===== src/rtl/llc_sel_pkg.sv =====
package llc_sel_pkg;

    localparam int NCORE  = 2;
    localparam int CORE_W = (NCORE > 1) ? $clog2(NCORE) : 1;

    localparam int DEF_ADDR_W    = 16;
    localparam int DEF_L1_BLOCKS = 16;
    localparam int DEF_SCALE     = 4;
    localparam int DEF_WAYS      = 4;

    typedef enum logic [1:0] {
        ST_IDLE  = 2'd0,
        ST_LOOK  = 2'd1,
        ST_INVAL = 2'd2,
        ST_RESP  = 2'd3
    } llc_state_e;

    typedef struct packed {
        logic             valid;
        logic             removable;
        logic [NCORE-1:0] present;
    } llc_meta_t;

    function automatic logic [NCORE-1:0] core_bit(input logic [CORE_W-1:0] c);
        logic [NCORE-1:0] r;
        r = '0;
        r[c] = 1'b1;
        return r;
    endfunction

    function automatic llc_meta_t fresh_line(input logic [CORE_W-1:0] c,
                                             input logic incl);
        llc_meta_t m;
        m.valid     = 1'b1;
        m.removable = ~incl;
        m.present   = core_bit(c);
        return m;
    endfunction

endpackage


===== src/rtl/llc_tag_store.sv =====
module llc_tag_store
    import llc_sel_pkg::*;
#(
    parameter int SETS  = 32,
    parameter int WAYS  = 4,
    parameter int SET_W = 5,
    parameter int WAY_W = 2,
    parameter int TAG_W = 11
) (
    input  logic                        clk,
    input  logic                        rst,
    input  logic [SET_W-1:0]            set_idx,
    output llc_meta_t [WAYS-1:0]        rd_meta,
    output logic [WAYS-1:0][TAG_W-1:0]  rd_tag,
    input  logic                        wr_en,
    input  logic [WAY_W-1:0]            wr_way,
    input  llc_meta_t                   wr_meta,
    input  logic [TAG_W-1:0]            wr_tag
);

    llc_meta_t        meta_q [SETS][WAYS];
    logic [TAG_W-1:0] tag_q  [SETS][WAYS];

    always_ff @(posedge clk) begin
        if (rst) begin
            for (int s = 0; s < SETS; s++) begin
                for (int w = 0; w < WAYS; w++) begin
                    meta_q[s][w] <= '0;
                end
            end
        end else if (wr_en) begin
            meta_q[set_idx][wr_way] <= wr_meta;
        end
    end

    always_ff @(posedge clk) begin
        if (wr_en) begin
            tag_q[set_idx][wr_way] <= wr_tag;
        end
    end

    generate
        for (genvar w = 0; w < WAYS; w++) begin : g_rd
            assign rd_meta[w] = meta_q[set_idx][w];
            assign rd_tag[w]  = tag_q[set_idx][w];
        end
    endgenerate

endmodule


===== src/rtl/llc_lru_store.sv =====
module llc_lru_store #(
    parameter int SETS  = 32,
    parameter int WAYS  = 4,
    parameter int SET_W = 5,
    parameter int WAY_W = 2
) (
    input  logic             clk,
    input  logic             rst,
    input  logic [SET_W-1:0] set_idx,
    input  logic [WAYS-1:0]  way_valid,
    output logic [WAY_W-1:0] victim_way,
    input  logic             touch_en,
    input  logic [WAY_W-1:0] touch_way
);

    localparam logic [WAY_W-1:0] OLDEST = WAY_W'(WAYS - 1);

    // age 0 = most recent, WAYS-1 = least recent; ages form a permutation
    logic [WAY_W-1:0] age_q [SETS][WAYS];

    always_ff @(posedge clk) begin
        if (rst) begin
            for (int s = 0; s < SETS; s++) begin
                for (int w = 0; w < WAYS; w++) begin
                    age_q[s][w] <= WAY_W'(w);
                end
            end
        end else if (touch_en) begin
            for (int w = 0; w < WAYS; w++) begin
                if (age_q[set_idx][w] < age_q[set_idx][touch_way]) begin
                    age_q[set_idx][w] <= age_q[set_idx][w] + 1'b1;
                end
            end
            age_q[set_idx][touch_way] <= '0;
        end
    end

    always_comb begin
        logic found;
        found      = 1'b0;
        victim_way = '0;
        for (int w = 0; w < WAYS; w++) begin
            if (!way_valid[w] && !found) begin
                victim_way = WAY_W'(w);
                found      = 1'b1;
            end
        end
        if (!found) begin
            for (int w = 0; w < WAYS; w++) begin
                if (age_q[set_idx][w] == OLDEST) begin
                    victim_way = WAY_W'(w);
                end
            end
        end
    end

endmodule


===== src/rtl/llc_selective_inval.sv =====
module llc_selective_inval
    import llc_sel_pkg::*;
#(
    parameter int ADDR_W    = DEF_ADDR_W,
    parameter int L1_BLOCKS = DEF_L1_BLOCKS,
    parameter int SCALE     = DEF_SCALE,
    parameter int WAYS      = DEF_WAYS
) (
    input  logic              clk,
    input  logic              rst,
    input  logic              req_valid,
    output logic              req_ready,
    input  logic [ADDR_W-1:0] req_addr,
    input  logic [CORE_W-1:0] req_core,
    input  logic              req_incl,
    output logic              rsp_valid,
    output logic              rsp_hit,
    output logic              rsp_evict,
    output logic [ADDR_W-1:0] rsp_evict_addr,
    output logic [NCORE-1:0]  inv_valid,
    output logic [ADDR_W-1:0] inv_addr,
    input  logic [NCORE-1:0]  inv_ack
);

    localparam int LLC_BLOCKS = L1_BLOCKS * NCORE * SCALE;
    localparam int SETS       = LLC_BLOCKS / WAYS;
    localparam int SET_W      = $clog2(SETS);
    localparam int WAY_W      = $clog2(WAYS);
    localparam int TAG_W      = ADDR_W - SET_W;

    llc_state_e        st_q;
    logic [SET_W-1:0]  rq_set_q;
    logic [TAG_W-1:0]  rq_tag_q;
    logic [CORE_W-1:0] rq_core_q;
    logic              rq_incl_q;
    logic [WAY_W-1:0]  vic_way_q;
    logic [NCORE-1:0]  pend_q;
    logic [ADDR_W-1:0] inv_addr_q;
    logic              rsp_hit_q;
    logic              rsp_evict_q;
    logic [ADDR_W-1:0] rsp_evict_addr_q;

    llc_meta_t [WAYS-1:0]       rd_meta;
    logic [WAYS-1:0][TAG_W-1:0] rd_tag;
    logic [WAYS-1:0]            way_valid;
    logic [WAYS-1:0]            way_match;
    logic                       hit;
    logic [WAY_W-1:0]           hit_way;
    logic [WAY_W-1:0]           vic_way;
    llc_meta_t                  vic_meta;
    logic [ADDR_W-1:0]          vic_addr;
    logic                       need_inv;
    logic                       evict_silent;

    logic             wr_en;
    logic [WAY_W-1:0] wr_way;
    llc_meta_t        wr_meta;
    logic             touch_en;
    logic [WAY_W-1:0] touch_way;

    generate
        for (genvar w = 0; w < WAYS; w++) begin : g_cmp
            assign way_valid[w] = rd_meta[w].valid;
            assign way_match[w] = rd_meta[w].valid && (rd_tag[w] == rq_tag_q);
        end
    endgenerate

    always_comb begin
        hit_way = '0;
        for (int w = 0; w < WAYS; w++) begin
            if (way_match[w]) hit_way = WAY_W'(w);
        end
    end

    assign hit      = |way_match;
    assign vic_meta = rd_meta[vic_way];
    assign vic_addr = {rd_tag[vic_way], rq_set_q};
    assign need_inv = !hit && vic_meta.valid && !vic_meta.removable && (|vic_meta.present);

    llc_tag_store #(
        .SETS(SETS), .WAYS(WAYS), .SET_W(SET_W), .WAY_W(WAY_W), .TAG_W(TAG_W)
    ) tags_i (
        .clk     (clk),
        .rst     (rst),
        .set_idx (rq_set_q),
        .rd_meta (rd_meta),
        .rd_tag  (rd_tag),
        .wr_en   (wr_en),
        .wr_way  (wr_way),
        .wr_meta (wr_meta),
        .wr_tag  (rq_tag_q)
    );

    llc_lru_store #(
        .SETS(SETS), .WAYS(WAYS), .SET_W(SET_W), .WAY_W(WAY_W)
    ) lru_i (
        .clk        (clk),
        .rst        (rst),
        .set_idx    (rq_set_q),
        .way_valid  (way_valid),
        .victim_way (vic_way),
        .touch_en   (touch_en),
        .touch_way  (touch_way)
    );

    // array update decisions
    always_comb begin
        wr_en        = 1'b0;
        wr_way       = vic_way;
        wr_meta      = fresh_line(rq_core_q, rq_incl_q);
        touch_en     = 1'b0;
        touch_way    = vic_way;
        evict_silent = 1'b0;
        case (st_q)
            ST_LOOK: begin
                if (hit) begin
                    wr_en             = 1'b1;
                    wr_way            = hit_way;
                    wr_meta           = rd_meta[hit_way];
                    wr_meta.removable = rd_meta[hit_way].removable & ~rq_incl_q;
                    wr_meta.present   = rd_meta[hit_way].present | core_bit(rq_core_q);
                    touch_en          = 1'b1;
                    touch_way         = hit_way;
                end else if (!need_inv) begin
                    wr_en        = 1'b1;
                    touch_en     = 1'b1;
                    evict_silent = vic_meta.valid && vic_meta.removable;
                end
            end
            ST_INVAL: begin
                if (pend_q == '0) begin
                    wr_en     = 1'b1;
                    wr_way    = vic_way_q;
                    touch_en  = 1'b1;
                    touch_way = vic_way_q;
                end
            end
            default: ;
        endcase
    end

    always_ff @(posedge clk) begin
        if (rst) begin
            st_q             <= ST_IDLE;
            rq_set_q         <= '0;
            rq_tag_q         <= '0;
            rq_core_q        <= '0;
            rq_incl_q        <= 1'b0;
            vic_way_q        <= '0;
            pend_q           <= '0;
            inv_addr_q       <= '0;
            rsp_hit_q        <= 1'b0;
            rsp_evict_q      <= 1'b0;
            rsp_evict_addr_q <= '0;
        end else begin
            case (st_q)
                ST_IDLE: begin
                    if (req_valid) begin
                        rq_set_q  <= req_addr[SET_W-1:0];
                        rq_tag_q  <= req_addr[ADDR_W-1:SET_W];
                        rq_core_q <= req_core;
                        rq_incl_q <= req_incl;
                        st_q      <= ST_LOOK;
                    end
                end
                ST_LOOK: begin
                    rsp_hit_q <= hit;
                    if (hit) begin
                        rsp_evict_q <= 1'b0;
                        st_q        <= ST_RESP;
                    end else begin
                        rsp_evict_q      <= vic_meta.valid;
                        rsp_evict_addr_q <= vic_addr;
                        if (need_inv) begin
                            pend_q     <= vic_meta.present;
                            inv_addr_q <= vic_addr;
                            vic_way_q  <= vic_way;
                            st_q       <= ST_INVAL;
                        end else begin
                            st_q <= ST_RESP;
                        end
                    end
                end
                ST_INVAL: begin
                    if (pend_q == '0) begin
                        st_q <= ST_RESP;
                    end else begin
                        pend_q <= pend_q & ~inv_ack;
                    end
                end
                default: begin
                    st_q <= ST_IDLE;
                end
            endcase
        end
    end

    assign req_ready      = (st_q == ST_IDLE);
    assign rsp_valid      = (st_q == ST_RESP);
    assign rsp_hit        = rsp_hit_q;
    assign rsp_evict      = rsp_evict_q;
    assign rsp_evict_addr = rsp_evict_addr_q;
    assign inv_valid      = (st_q == ST_INVAL) ? pend_q : '0;
    assign inv_addr       = inv_addr_q;

endmodule


===== config.mk =====
export PLATFORM = sky130hd
export DESIGN_NAME = llc_selective_inval
export DESIGN_NICKNAME = d
export VERILOG_FILES = /design/src/rtl/llc_sel_pkg.sv /design/src/rtl/llc_tag_store.sv /design/src/rtl/llc_lru_store.sv /design/src/rtl/llc_selective_inval.sv
export SDC_FILE = /design/constraint.sdc
export NUM_CORES = 2
export LEC_CHECK = 0
export BUFFER_PORTS_ARGS = -buffer_cell sky130_fd_sc_hd__buf_2
export CELL_PAD_IN_SITES_DETAIL_PLACEMENT = 1
export CELL_PAD_IN_SITES_GLOBAL_PLACEMENT = 2
export CORE_MARGIN = 2
export CORE_UTILIZATION = 49
export CTS_BUF_LIST = sky130_fd_sc_hd__clkbuf_4
export DETAILED_ROUTE_END_ITERATION = 6
export GPL_ROUTABILITY_DRIVEN = 0
export PLACE_DENSITY = 0.87
export SLEW_MARGIN = 5
export SYNTH_ARGS = -nofsm -noshare
export SYNTH_HDL_FRONTEND = slang
export SYNTH_HIERARCHICAL = 1
export SYNTH_SLANG_ARGS = --single-unit

===== constraint.sdc =====
create_clock -name clk -period 7.4 [get_ports clk]
set_input_delay 1.48 -clock clk [delete_from_list [all_inputs] [get_ports clk]]
set_output_delay 1.48 -clock clk [all_outputs]
set_load 0.1 [all_outputs]

**After elaboration in Yosys (flattened, before gate mapping)**

Memories as Yosys holds them, arrays and structs flattened. A register that Yosys moved wholly into a read port is not among the register bits.
Index checks and enable logic that the tools add are counted.

- Add/sub/neg operators: 4
- Magnitude comparators: 10
- Equality and inequality tests: 16
- Multiplexer cells: 95
- Bitwise logic cells: 15
- Reduce and logical (&&, ||, !) cells: 31

Operators with widths:

| cell | count |
|---|---|
| two-way mux 16 bit | 3 |
| == test 11 bit | 4 |
| two-way mux 44 bit | 1 |
| two-way mux 1 bit | 41 |
| two-way mux 2 bit | 20 |
| two-way mux 5 bit | 8 |
| two-way mux 8 bit | 3 |
| binary-select mux 11 bit (select 2 bit) | 1 |
| demux 11 bit (select 2 bit) | 1 |
| two-way mux 11 bit | 2 |
| two-way mux 4 bit | 5 |
| binary-select mux 4 bit (select 2 bit) | 2 |
| OR reduction 16 bit | 1 |
| == test 2 bit, second input constant | 6 |
| logical AND 1 bit | 12 |
| inequality test 2 bit, second input constant | 5 |
| adder 2 x 1 -> 2 bit, second input constant | 4 |
| demux 4 bit (select 2 bit) | 1 |
| < comparator 2 bit | 4 |
| bitwise OR 1 bit | 8 |
| one-hot mux 2 bit (2 select lines) | 2 |
| OR reduction 8 bit | 1 |
| logical NOT 1 bit | 7 |
| < comparator 2 x 3 -> 1 bit, second input constant | 2 |
| 23 further kinds | 27 |

- Register bits after elaboration: 58
- Memory bits (writable): 2176
- Input bits: 23
- Output and inout bits: 38
- Memories: 3

Memories:

| name | words | width | rd ports | clocked after memory_dff | write ports | RTL line | RTL |
|---|---|---|---|---|---|---|---|
| tags_i.tag_q | 32 | 44 | 1 | 1 | 1 | llc_tag_store.sv:22 | `logic [TAG_W-1:0] tag_q [SETS][WAYS];` |
| tags_i.meta_q | 32 | 16 | 1 | 1 | 32 | llc_tag_store.sv:21 | `llc_meta_t meta_q [SETS][WAYS];` |
| lru_i.age_q | 32 | 8 | 1 | 1 | 32 | llc_lru_store.sv:19 | `logic [WAY_W-1:0] age_q [SETS][WAYS];` |

**Longest topological paths before layout**

- Depth after elaboration: 28
- Gate-level depth with buffers: 27
- Depth with buffers taken out: 21

**Cells and area by module**

Netlist, hierarchy kept.

Modules (own cells, without submodules):

| module | times used | cells an instance | area an instance (sq um) |
|---|---|---|---|
| llc_tag_store | 1 | 4854 | 78435.2 |
| llc_lru_store | 1 | 1087 | 13350.3 |
| llc_selective_inval | 1 | 403 | 3641.0 |

**Least setup slack after synthesis**

OpenSTA, ideal clock, no wires.

- Kind: register to register
- From: register rq_set_q[0]
- To: memory tags_i/meta_q[26][4] (netlist name) (enable)
- Setup time: 0.299 ns
- Arrival time: 6.117 ns
- Data required time: 7.101 ns
- Path slack: 0.984 ns
- Cell stages (with the launch flop): 25
- Path buffers: 6
- Cell sequence: dfxtp_1 -> clkbuf_1 -> clkbuf_1 -> clkbuf_1 -> mux4_2 -> a22oi_1 -> o2111ai_1 -> ha_1 -> inv_1 -> a31oi_1 -> o21ai_0 -> nand2_1 -> a21boi_0 -> buf_2 -> mux4_2 -> inv_1 -> a21oi_2 -> a21oi_1 -> o21a_1 -> nand2_1 -> or2_2 -> clkbuf_1 -> buf_1 -> nor2_1 -> or2_2

RTL lines:

| item | RTL line | RTL |
|---|---|---|
| from (decl) | llc_selective_inval.sv:32 | `logic [SET_W-1:0] rq_set_q;` |
| from (signal assigned) | llc_selective_inval.sv:159 | `rq_set_q <= req_addr[SET_W-1:0];` |
| to (decl) | llc_tag_store.sv:21 |  |

==> results list <==
* Result of the run: finished, violations left
- The checks that failed: DRC.
* Main combinational cell family by area after synthesis: multiplexers
* Share of synthesized area occupied by flip-flops and latches: 69.7%
- Starting Density: around half
* Fillers: between 15,000 and 20,000
- Walking the worst path, the cells encountered are buf_12 > buf_12 > buf_12 > buf_4 > mux2i_1 > o22ai_1 > nor4_1 > nand2_1 > xnor2_1 > nand4_1 > nor3_1 > buf_4 > nor2_1 > a211oi_1 > o21ai_1 > mux2i_1 > mux2_2 > ha_1 > nor3b_1 > a221oi_4 > buf_12 > o21bai_1.
- Summing the areas of all compound-gate instances in the mapped netlist gives roughly 5.4% of the synthesized area.
- Setup violators final: 0
* Nets@finish: roughly 6,900
- Static timing analysis puts the maximum clock frequency at 140 MHz.
- Clock-pin slew reported for the worst setup and hold paths after clock tree synthesis: 0.07 ns
* Maximum fanout along the worst path: 32
- Rel. slew slack: 13.4%
* Number of H-tree levels: 6
- The min-delay analysis places its worst path in the category input port to flop.
- The worst path uses around 97% of the clock period.
- Layout Cells excl Fill: a little under 10,000
- The first global-routing pass estimated ~440,000 um of wire.
- Via count: just over 60,000
- After Yosys synthesis, full adders, half adders and majority gates account for less than 1% of the synthesized area.
* Post-detail-place hpwl: 202,000 um
- Die Outline Area: 198,000 um2
- The worst setup path is captured at a flop.
- For this block, the routed nets add up to 308,000 um of wire.
- Summed over its instances, the top area cell type makes up about two thirds of the synthesized netlist area.
* Clock sink total: 2,234
* Final ANT Viol Nets: 0
- On the worst path, the slowest cell contributes a delay of between 0.7 and 0.8 ns.
- Crit path top cell by count: sky130_fd_sc_hd__buf_12
- TritonCTS created 597 clock buffers.
- In this run, synthesis inferred 2,176 flip-flops with an integrated enable.
- The total overflow left after global routing is 0.
- At the pin with the least slew margin, the transition time is 1.29 ns.
- Count of placed standard cells including taps: approximately 9,000
- The worst setup path is of the flop to flop kind.
- Maximum number of pins on one net before global-route repair: 129
- The clock period could shrink to 7.15 ns.
* Xor-xnor portion of the synthesized cell area: 0.447%
- Total count of hold-check failures in the final report: 0
* Worst vdd rail ir drop: 0.000267 V
* Setup total negative slack: 0 ns
* Layout cells sized above 1: 21.7%
- Measured against the total synthesized area, the mux share comes to around an eighth.
- In this run the static leakage power is around 37 nW.
- Before antenna repair, the detailed router went through 7 iterations.
- Drc violations: 1
* Maxcap violations: 0
- STA classifies the critical path startpoint as a flop.
- Number of library cell types mapped by synthesis: 83
- Flip-flop cell with the highest count after synthesis: sky130_fd_sc_hd__edfxtp_1
- Clock tree synthesis selected as its root buffer the cell sky130_fd_sc_hd__clkbuf_4.
* Num ports: a little over 60
* Average wire per cell in the routed design: 31.4 um
- After the first detailed-routing iteration, the DRC count stood at about 6,400.
* Buffers added on ports: 60
- Vias per inst: 6.27
- Synth warnings: 6
- Of all flip-flops after synthesis, the portion carrying an async set or reset was 0%.
- After synthesis the cells add up to 95,400 um2.
- Cell taking the most area after synthesis: sky130_fd_sc_hd__edfxtp_1
* Highest-count cells in the layout ignoring fill and taps: sky130_fd_sc_hd__edfxtp_1, sky130_fd_sc_hd__mux2i_1, sky130_fd_sc_hd__clkbuf_4
- The initial antenna violation count came to 12.
- Average cell area after synthesis: 15.0 um2
- The floorplan has 161 rows.
- TritonCTS built the clock tree.
- Signal arrival time at the worst endpoint: between 8 and 9 ns
* Commonest non-fill, non-tap cell in the layout: sky130_fd_sc_hd__edfxtp_1
- The cell family contributing the most delay on the critical path is simple AND/OR/NAND/NOR gates.
- In this run the horizontal extent of the chip is 445 um.
* Signed area change from the synthesized netlist to the final layout: 12.8%
* Number of buffer and inverter stages on the critical path: 6
- Global routing usage summed across all routing layers: 30.6%
- The floorplan step defined a core boundary enclosing 193,000 um2.
- Hold repair after CTS inserted 0 buffers.
- Vias in the first global route: ~65,000
- Setup repair after global routing left no endpoint under its margin.
- Measured along the y axis, the die boundary spans approximately 450 um.
* Worst clock skew: ~0.12 ns
- Synthesis produced a netlist whose cell count is 6,344.
* Slew Viols, Final: 0
* Register bit total from synthesis: 2,234
- After synthesis, the cell types taking the most area are sky130_fd_sc_hd__edfxtp_1, sky130_fd_sc_hd__mux2i_1, sky130_fd_sc_hd__o22ai_1.
- Crit path required time: 8.44 ns
* Clock insertion delay at the later pin of the skew report: 1.40 ns
- For this design the ratio of total power to cell area is 304 nW/um2.
* Worst-path cell with the longest stage delay: sky130_fd_sc_hd__dfxtp_4
- Maximum buffer depth of the clock tree: 4
- After Yosys synthesis, and, or, nand and nor cells account for about 9% of the synthesized area.
==> synthesized netlist by cell type (4+ instances only) <==
master                         n
sky130_fd_sc_hd__a211o_1       4
sky130_fd_sc_hd__a21oi_1      28
sky130_fd_sc_hd__a22oi_1       6
sky130_fd_sc_hd__a31o_1       64
sky130_fd_sc_hd__and2_1      140
sky130_fd_sc_hd__and3_1      384
sky130_fd_sc_hd__and3b_1       4
sky130_fd_sc_hd__buf_1        12
sky130_fd_sc_hd__buf_2       186
sky130_fd_sc_hd__buf_4        15
sky130_fd_sc_hd__buf_6        32
sky130_fd_sc_hd__clkbuf_1    259
sky130_fd_sc_hd__clkbuf_2     11
sky130_fd_sc_hd__dfxtp_1      58
sky130_fd_sc_hd__edfxtp_1   2176
sky130_fd_sc_hd__ha_1         12
sky130_fd_sc_hd__inv_1        15
sky130_fd_sc_hd__mux2i_1    1068
sky130_fd_sc_hd__mux4_2       48
sky130_fd_sc_hd__nand2_1     327
sky130_fd_sc_hd__nand2b_1     14
sky130_fd_sc_hd__nand3_1       6
sky130_fd_sc_hd__nand3b_1      4
sky130_fd_sc_hd__nand4_1      22
sky130_fd_sc_hd__nand4b_1      7
sky130_fd_sc_hd__nand4bb_1     7
sky130_fd_sc_hd__nor2_1      300
sky130_fd_sc_hd__nor2_2        8
sky130_fd_sc_hd__nor2b_1      10
sky130_fd_sc_hd__nor3_1       74
sky130_fd_sc_hd__nor3_2        5
sky130_fd_sc_hd__nor3b_1       7
sky130_fd_sc_hd__nor3b_2       4
sky130_fd_sc_hd__nor4_1      121
sky130_fd_sc_hd__nor4_2        8
sky130_fd_sc_hd__o21ai_0       8
sky130_fd_sc_hd__o21ai_1      66
sky130_fd_sc_hd__o21bai_1     64
sky130_fd_sc_hd__o22ai_1     512
sky130_fd_sc_hd__or2_1        52
sky130_fd_sc_hd__or2_2        80
sky130_fd_sc_hd__or4b_1        6
sky130_fd_sc_hd__or4bb_1       5
sky130_fd_sc_hd__xnor2_1      40
==> path summary, 6_finish.rpt <==
path	slack, ns	cells past startpoint	from	to
worst min-delay path	0.33	3	req_addr[9]	rq_tag_q[4]$_SDFFE_PP0P_
worst max-delay path	0.25	22	rq_set_q[1]$_SDFFE_PP0P_	lru_i/age_q[21][4]$_SDFFCE_PN1P_
worst min register to register	0.45	2	inv_addr[3]$_SDFFE_PP0P_	inv_addr[3]$_SDFFE_PP0P_
worst max register to register	0.25	22	rq_set_q[1]$_SDFFE_PP0P_	lru_i/age_q[21][4]$_SDFFCE_PN1P_
==> registers in the layout, indices dropped and copies added, names as in the netlist, 5 cells and up <==
name and flops:
tags_i/meta_q 512, rq_set_q 5, inv_addr 16, tags_i/tag_q 1408
rsp_evict_addr 16, rq_tag_q 11, lru_i/age_q 256
==> tightest hold or removal path, delay by kind of cell <==
| family | cells | cell delay (ns) |
|---|---|---|
| AO/OA/AOI/OAI | 1 | 0.05 |
| buffers and inverters | 1 | 0.09 |
| AND/OR/NAND/NOR | 1 | 0.05 |
==> cells by family (layout without fill, tap and decap cells) <==
| kind of cell | Yosys count | in the layout |
|---|---|---|
| DFF | 2234 | 2234 |
| other | 1 | 10 |
| muxes | 1117 | 1117 |
| adders and majority gates | 12 | 12 |
| AOI/OAI and AO/OA | 786 | 786 |
| xor gates and xnor gates | 44 | 44 |
| and+or+nand+nor | 1620 | 1620 |
| buffers and inverters | 530 | 1479 |
==> stage by stage <==
stage | utilization [%] | instance area, um2 | hold slack, ns | power, mW | worst slack (ns)
5_1_grt | 55.7 | 108000 | 0.277 | 33.8 | 0.0323
6_report | 55.8 | 108000 | 0.334 | 32.7 | 0.251
3_5_place_dp | 51.9 | 100000 | 0.449 | 22.0 | 0.0787
4_1_cts | 55.7 | 108000 | 0.180 | 32.7 | 0.0271
2_1_floorplan | - | 95400 | 0.435 | 19.3 | 0.984
3_3_place_gp | 51.9 | 100000 | 0.445 | 21.8 | 0.147
==> routing by layer <==
layer	share of wire, %	vias to the layer above	track usage (%)	wire [um]
li1	-	26006	-	-
met5	0.017	-	0	52
met3	8.9	827	6.74	27400
met4	5.6	8	16.5	17300
met2	48	3219	49.6	148000
met1	37	31579	38.3	116000
==> area by class of cell <==
type,instances,area [um2],share of cell area (%)
diodes,8,20.0,0.0186
clock buffers,863,6480,6.02
clock inverters,163,816,0.758
inverters,15,56.3,0.0523
multi-input cells,3581,26600,24.8
flip-flops and latches,2234,66600,61.9
well taps,2526,3160,2.94
repair buffers,438,3870,3.60
==> repair_timing <==
item                                    in CTS  in global routing
endpoints found under the setup margin       0               1904
resized for setup                            0                  2
buffers inserted                             0                  2
==> power breakdown <==
group          internal (mW)  switching, mW
sequential              14.4          0.342
combinational           2.17           5.01
clock                   5.56           5.19
Note: power is estimated with default switching activity, not from simulation.
